## config.mk

```make
export PLATFORM = sky130hd
export DESIGN_NAME = fetch_sched
export DESIGN_NICKNAME = d
export VERILOG_FILES = /design/src/rtl/fetch_sched_pkg.sv /design/src/rtl/fetch_slot_split.sv /design/src/rtl/fetch_phase_decode.sv /design/src/rtl/fetch_strobe_gen.sv /design/src/rtl/fetch_sched.sv
export SDC_FILE = /design/constraint.sdc
export NUM_CORES = 1
export LEC_CHECK = 0
export ABC_CLOCK_PERIOD_IN_PS = 1600
export BUFFER_PORTS_ARGS = -buffer_cell sky130_fd_sc_hd__buf_2
export CORE_AREA = 2 2 39 41
export CTS_CLUSTER_DIAMETER = 50
export DETAILED_ROUTE_END_ITERATION = 7
export DIE_AREA = 0 0 41 43
export PLACE_DENSITY = 0.83
export SYNTH_ARGS = -nofsm -noshare
export SYNTH_HDL_FRONTEND = slang
export SYNTH_SLANG_ARGS = --single-unit
```

## constraint.sdc

```tcl
create_clock -name clk -period 1.6 [get_ports clk]
set_clock_uncertainty 0.05 [all_clocks]
set_input_delay 0.16 -clock clk [delete_from_list [all_inputs] [get_ports clk]]
set_output_delay 0.16 -clock clk [all_outputs]
set_load 0.1 [all_outputs]
```

## src/rtl/fetch_sched_pkg.sv

```systemverilog
// Shared kind codes for the scanline fetch scheduler.
// Assumes: a 3-bit code is carried on the top-level ports as plain logic.
package fetch_sched_pkg;
    typedef enum logic [2:0] {
        FK_NONE    = 3'd0,
        FK_NAME    = 3'd1,
        FK_ATTR    = 3'd2,
        FK_BG_LO   = 3'd3,
        FK_BG_HI   = 3'd4,
        FK_GARBAGE = 3'd5,
        FK_SPR_LO  = 3'd6,
        FK_SPR_HI  = 3'd7
    } fetch_kind_e;
endpackage

```

## src/rtl/fetch_slot_split.sv

```systemverilog
// Splits a line position into slot number and offset within the slot.
// Assumes: SLOT_CYCLES is a power of two.
module fetch_slot_split #(
    parameter int CYC_W       = 11,
    parameter int SLOT_CYCLES = 8,
    parameter int SLOTS       = 170,
    parameter int SLOT_W      = 8
) (
    input  logic [CYC_W-1:0]             line_pos,
    output logic [SLOT_W-1:0]            slot_num,
    output logic [$clog2(SLOT_CYCLES)-1:0] slot_off,
    output logic                         in_slots
);
    localparam int OFF_W    = $clog2(SLOT_CYCLES);
    localparam int SLOT_END = SLOTS * SLOT_CYCLES;

    // Position decomposition into slot and offset
    always_comb begin
        slot_num = SLOT_W'(line_pos >> OFF_W);
        slot_off = line_pos[OFF_W-1:0];
        in_slots = (int'(line_pos) < SLOT_END);
    end
endmodule

```

## src/rtl/fetch_phase_decode.sv

```systemverilog
// Maps a slot number onto an access kind and tile or sprite index.
// Assumes: the caller only uses the result when the slot is below SLOTS.
module fetch_phase_decode
    import fetch_sched_pkg::*;
#(
    parameter int SLOT_W         = 8,
    parameter int IDX_W          = 6,
    parameter int BG_TILES       = 32,
    parameter int SPR_COUNT      = 8,
    parameter int PREFETCH_TILES = 2,
    parameter int EXTRA_NAMES    = 2
) (
    input  logic [SLOT_W-1:0] slot_num,
    output fetch_kind_e       kind,
    output logic [IDX_W-1:0]  index
);
    localparam int GROUP   = 4;
    localparam int BG_END  = BG_TILES * GROUP;
    localparam int SPR_END = BG_END + SPR_COUNT * GROUP;
    localparam int PRE_END = SPR_END + PREFETCH_TILES * GROUP;
    localparam int ALL_END = PRE_END + EXTRA_NAMES;

    logic [SLOT_W-1:0] rel;

    // Background four-fetch kind by phase within a group
    function automatic fetch_kind_e bg_kind(input logic [1:0] ph);
        case (ph)
            2'd0:    return FK_NAME;
            2'd1:    return FK_ATTR;
            2'd2:    return FK_BG_LO;
            default: return FK_BG_HI;
        endcase
    endfunction

    // Region selection and index arithmetic
    always_comb begin
        kind  = FK_NONE;
        index = '0;
        rel   = '0;
        if (int'(slot_num) < BG_END) begin
            rel   = slot_num;
            kind  = bg_kind(rel[1:0]);
            index = IDX_W'(PREFETCH_TILES) + IDX_W'(rel >> 2);
        end else if (int'(slot_num) < SPR_END) begin
            rel   = slot_num - SLOT_W'(BG_END);
            kind  = !rel[1] ? FK_GARBAGE : (rel[0] ? FK_SPR_HI : FK_SPR_LO);
            index = IDX_W'(rel >> 2);
        end else if (int'(slot_num) < PRE_END) begin
            rel   = slot_num - SLOT_W'(SPR_END);
            kind  = bg_kind(rel[1:0]);
            index = IDX_W'(rel >> 2);
        end else if (int'(slot_num) < ALL_END) begin
            kind  = FK_NAME;
            index = IDX_W'(PREFETCH_TILES);
        end
    end
endmodule

```

## src/rtl/fetch_strobe_gen.sv

```systemverilog
// Produces address-valid and read strobes from the offset within a slot.
// Assumes: go is already gated by line, enable and slot range.
module fetch_strobe_gen #(
    parameter int OFF_W      = 3,
    parameter int STROBE_OFF = 1
) (
    input  logic [OFF_W-1:0] slot_off,
    input  logic             go,
    output logic             ale,
    output logic             rd
);
    // Single-cycle address strobe, read over the rest of the slot
    always_comb begin
        ale = go && (int'(slot_off) == STROBE_OFF);
        rd  = go && (int'(slot_off) >  STROBE_OFF);
    end
endmodule

```

## src/rtl/fetch_sched.sv

```systemverilog
// Scanline fetch scheduler top: one external access per slot, tagged with
// kind and index, outputs registered one cycle after the position input.
// Assumes: line_pos counts 0..LINE_CYCLES-1 from the line timing generator.
module fetch_sched
    import fetch_sched_pkg::*;
#(
    parameter int CYC_W          = 11,
    parameter int SLOT_CYCLES    = 8,
    parameter int BG_TILES       = 32,
    parameter int SPR_COUNT      = 8,
    parameter int PREFETCH_TILES = 2,
    parameter int EXTRA_NAMES    = 2,
    parameter int IDX_W          = 6
) (
    input  logic             clk,
    input  logic             rst_n,
    input  logic [CYC_W-1:0] line_pos,
    input  logic             line_active,
    input  logic             bg_enable,
    input  logic             spr_enable,
    output logic             fetch_strobe,
    output logic             fetch_read,
    output logic [2:0]       fetch_kind,
    output logic [IDX_W-1:0] fetch_index
);
    localparam int OFF_W  = $clog2(SLOT_CYCLES);
    localparam int SLOTS  = (BG_TILES + SPR_COUNT + PREFETCH_TILES) * 4 + EXTRA_NAMES;
    localparam int SLOT_W = $clog2(SLOTS);

    logic [SLOT_W-1:0] slot_num;
    logic [OFF_W-1:0]  slot_off;
    logic              in_slots;
    logic              go;
    logic              ale_c, rd_c;
    fetch_kind_e       kind_c;
    logic [IDX_W-1:0]  index_c;

    fetch_slot_split #(
        .CYC_W(CYC_W), .SLOT_CYCLES(SLOT_CYCLES), .SLOTS(SLOTS), .SLOT_W(SLOT_W)
    ) u_split (
        .line_pos(line_pos), .slot_num(slot_num), .slot_off(slot_off), .in_slots(in_slots)
    );

    fetch_phase_decode #(
        .SLOT_W(SLOT_W), .IDX_W(IDX_W), .BG_TILES(BG_TILES), .SPR_COUNT(SPR_COUNT),
        .PREFETCH_TILES(PREFETCH_TILES), .EXTRA_NAMES(EXTRA_NAMES)
    ) u_decode (
        .slot_num(slot_num), .kind(kind_c), .index(index_c)
    );

    fetch_strobe_gen #(.OFF_W(OFF_W), .STROBE_OFF(1)) u_strobe (
        .slot_off(slot_off), .go(go), .ale(ale_c), .rd(rd_c)
    );

    // Fetching allowed on scheduled lines, with an enable, inside the slots
    always_comb go = line_active && (bg_enable || spr_enable) && in_slots;

    // Output registers with synchronous reset
    always_ff @(posedge clk) begin
        if (!rst_n) begin
            fetch_strobe <= 1'b0;
            fetch_read   <= 1'b0;
            fetch_kind   <= FK_NONE;
            fetch_index  <= '0;
        end else begin
            fetch_strobe <= ale_c;
            fetch_read   <= rd_c;
            fetch_kind   <= go ? kind_c : FK_NONE;
            fetch_index  <= go ? index_c : '0;
        end
    end
endmodule

```

==> metrics.md <==
| Metric | Value |
|---|---|
| Maximum clock frequency | 833 MHz |
| IO Count | 27 |
| Pint | between 400 and 500 uW |
| Final-report max-slew violation count | 0 |
| Slew @ Worst Pin | between 0.4 and 0.5 ns |
| Starting Density | 38.5% |
| Vias in the first global route | roughly 430 |
| FP Rows | 14 |
| Routed vias | 499 |
| Nets@finish | 103 |
| Mapped Nets | 75 |
| Root buf cell | clkbuf_4 |
| Ys Warns | 0 |
| Max FO, Critical Path | 1 |
| Critical path class | register to output pin |
| NetSw | 201 uW |
| Worst setup SP type | register |
| Gates resized, CTS repair | 0 |
| Number of synthesized flops with an enable pin | 0 |
| Number of remaining DRC errors | 0 |
| Most common cell in the netlist | dfxtp_1 |
| CP max stage delay | 0.42 ns |
| CTS Sinks | 11 |
| Cell variety after synth | 26 |
| CTS buffer count | 3 |
| Setup crit end kind | output pin |
| Final worst slack | 0.400 ns |
| Height of the die | 43 um |
| Relative slew slack | 67.4% |
| RD Place Congestion | 0.879 |
| Pwr Density | 912 nW/um^2 |
| Final setup TNS | 0 ns |
| Switching Share | roughly 32% |
| Largest net degree at the start of global routing | 11 |
| First-pass GRT wire length | 1650 um |
| Die area | 1760 um^2 |
| Post-synth ARST share | 0% |
| Layout cells sized above 1 | 36.6% |
| Routed Antenna Nets | 0 |
| Tightest Hold Check Type | input port to register |
| TritonRoute pass-1 iters | 4 |
| DP Wirelength | between 800 and 900 um |
| HP Start | line_pos[0] |
| Max clock buf depth | 2 |
| Tot GR Track Use | ~14% |
| Buf/Inv on CP | 1 |
| Width of the die | between 40 and 50 um |
| N_diodes | 0 |
| Fin. Hold Viols | 0 |
| Post-Synthesis Cells | between 50 and 60 |
| Core area | 1380 um^2 |
| DRT iter0 DRCs | 10 |
| Critical-path cell list | buf_2 |
| Post-synth top flop | dfxtp_1 |
| Top delay family on crit path | buffers and inverters |
| Hold buffers post-CTS | 0 |
| Comb pwr share | 24.8% |
| Post-synthesis sequential area ratio | about two fifths |
| RSZ-0062 raised after global routing | false |
| Leak pwr | roughly 0.00034 uW |
| Avg WL per Cell | 11.0 um |
| Area delta synth->final | 27.9% |
| Post-Place Worst Slack | 0.262 ns |
| Critical Path RT | 1.39 ns |
| Most frequent cells after synthesis | dfxtp_1, inv_1, nor2_1, a21oi_1, ha_1 |
| Port Buffer Count | 26 |
| Hold Path End | fetch_strobe$_SDFF_PN0_ |
| CTS tree | yes |
| Vias per cell | 5.09 |
| Hold path cells | 3 |
| Postcts setup bufs | 0 |
| Max VDD drop | 0.369 mV |
| Max-cap violations | 0 |
| Clock Power Share | 29.5% |
| Top cells by area, synth | dfxtp_1, ha_1, buf_6, inv_1, a21oi_1 |
| Run status | finished clean |
| Final setup fails | 0 |
| Post-synth top area cell | dfxtp_1 |
| Final worst path period need | 1.20 ns |
| Filler Cells Inserted | 137 |
| Flop pwr share | 45.7% |
| Final period utilization | about three quarters |
| Worst path arrival time | just under 1 ns |
| Clk slew on worst S/H paths | 0.07 ns |
| Total grt overflow | 0 |
| Initial antenna violation count | 0 |
| H-tree Lvls | 1 |
| Area share of the largest cell type after synthesis | between 40% and 50% |
| Synthesized flop and latch total | 11 |
| Syn avg cell area | 9.69 um^2 |
| Final Routed Wirelength | 1080 um |
| Cell area after synthesis | between 500 and 600 um^2 |
| Slowest CP cell | buf_2 |
-- how the worst max path moves through the flow --
stage	start	endpoint	cells after the start
after floorplan	line_pos[9]	fetch_index[1]$_SDFF_PN0_	4
after global placement	line_pos[9]	fetch_index[1]$_SDFF_PN0_	4
after detailed placement	line_pos[9]	fetch_index[1]$_SDFF_PN0_	4
after CTS	fetch_index[1]$_SDFF_PN0_	fetch_index[1]	1
after global routing	fetch_index[5]$_SDFF_PN0_	fetch_index[5]	1
final	fetch_kind[2]$_SDFF_PN0_	fetch_kind[2]	1
-- metrics by stage --
stage | instance area [um^2] | util, % | instances | hold WS [ns] | power [uW]
after global placement | 656 | 47.4 | 94 | 0.351 | 442
after global routing | 682 | 49.3 | 98 | 0.0711 | 653
after CTS | 682 | 49.3 | 98 | 0.0659 | 624
after floorplan | 533 | - | 55 | 0.199 | 410
final | 682 | 49.3 | 98 | 0.0695 | 622
after detailed placement | 656 | 47.4 | 94 | 0.344 | 445
-- power by group through the flow --
| stage | combinational (uW) | sequential (uW) | clock [uW] |
|---|---|---|---|
| finish | 154 | 284 | 183 |
| global route | 166 | 285 | 202 |
| CTS | 155 | 284 | 185 |
| detailed placement | 154 | 291 | 0 |
| global placement | 152 | 291 | 0 |
| floorplan | 52.7 | 357 | 0 |
-- state kept, by name, indices dropped and copies added (netlist names) --
name	count
fetch_kind	3
fetch_read	1
fetch_strobe	1
fetch_index	6
-- logic make-up after synthesis --
logic type                 count (synthesis)  synth area share [%]
AOI/OAI and AO/OA                         13                  19.7
xor gates and xnor gates                   2                  3.29
adders and majority gates                  4                  9.39
buffers and inverters                      9                  9.39
DFF                                       11                  41.3
muxes                                      1                  1.88
and+or+nand+nor                           15                  15.0
-- layout make-up --
class | instances | area, um^2 | share of cell area (%)
sequential | 11 | 220 | 32.3
clock buffer | 4 | 26.3 | 3.85
multi-input combinational | 35 | 263 | 38.5
timing repair buffer | 26 | 130 | 19.1
tap | 16 | 20.0 | 2.94
inverter | 6 | 22.5 | 3.30
-- cell usage in the layout (no fill, tap or decap), types with 2 or more instances in the layout --
cell | synthesis | final
nor2_1 | 5 | 5
dfxtp_1 | 11 | 11
inv_1 | 6 | 6
nand3_1 | 2 | 2
clkbuf_4 | 0 | 3
ha_1 | 4 | 4
buf_2 | 1 | 26
a21oi_1 | 4 | 4
nor3_1 | 3 | 3
-- routing by layer --
layer	share of wire [%]	wire length [um]	GRT usage [%]
met5	0	0	0
met4	0.74	8	7.33
met3	10	110	6.81
met2	52	558	21.6
met1	37	399	15.2
Power figures use the tool's default switching activity.
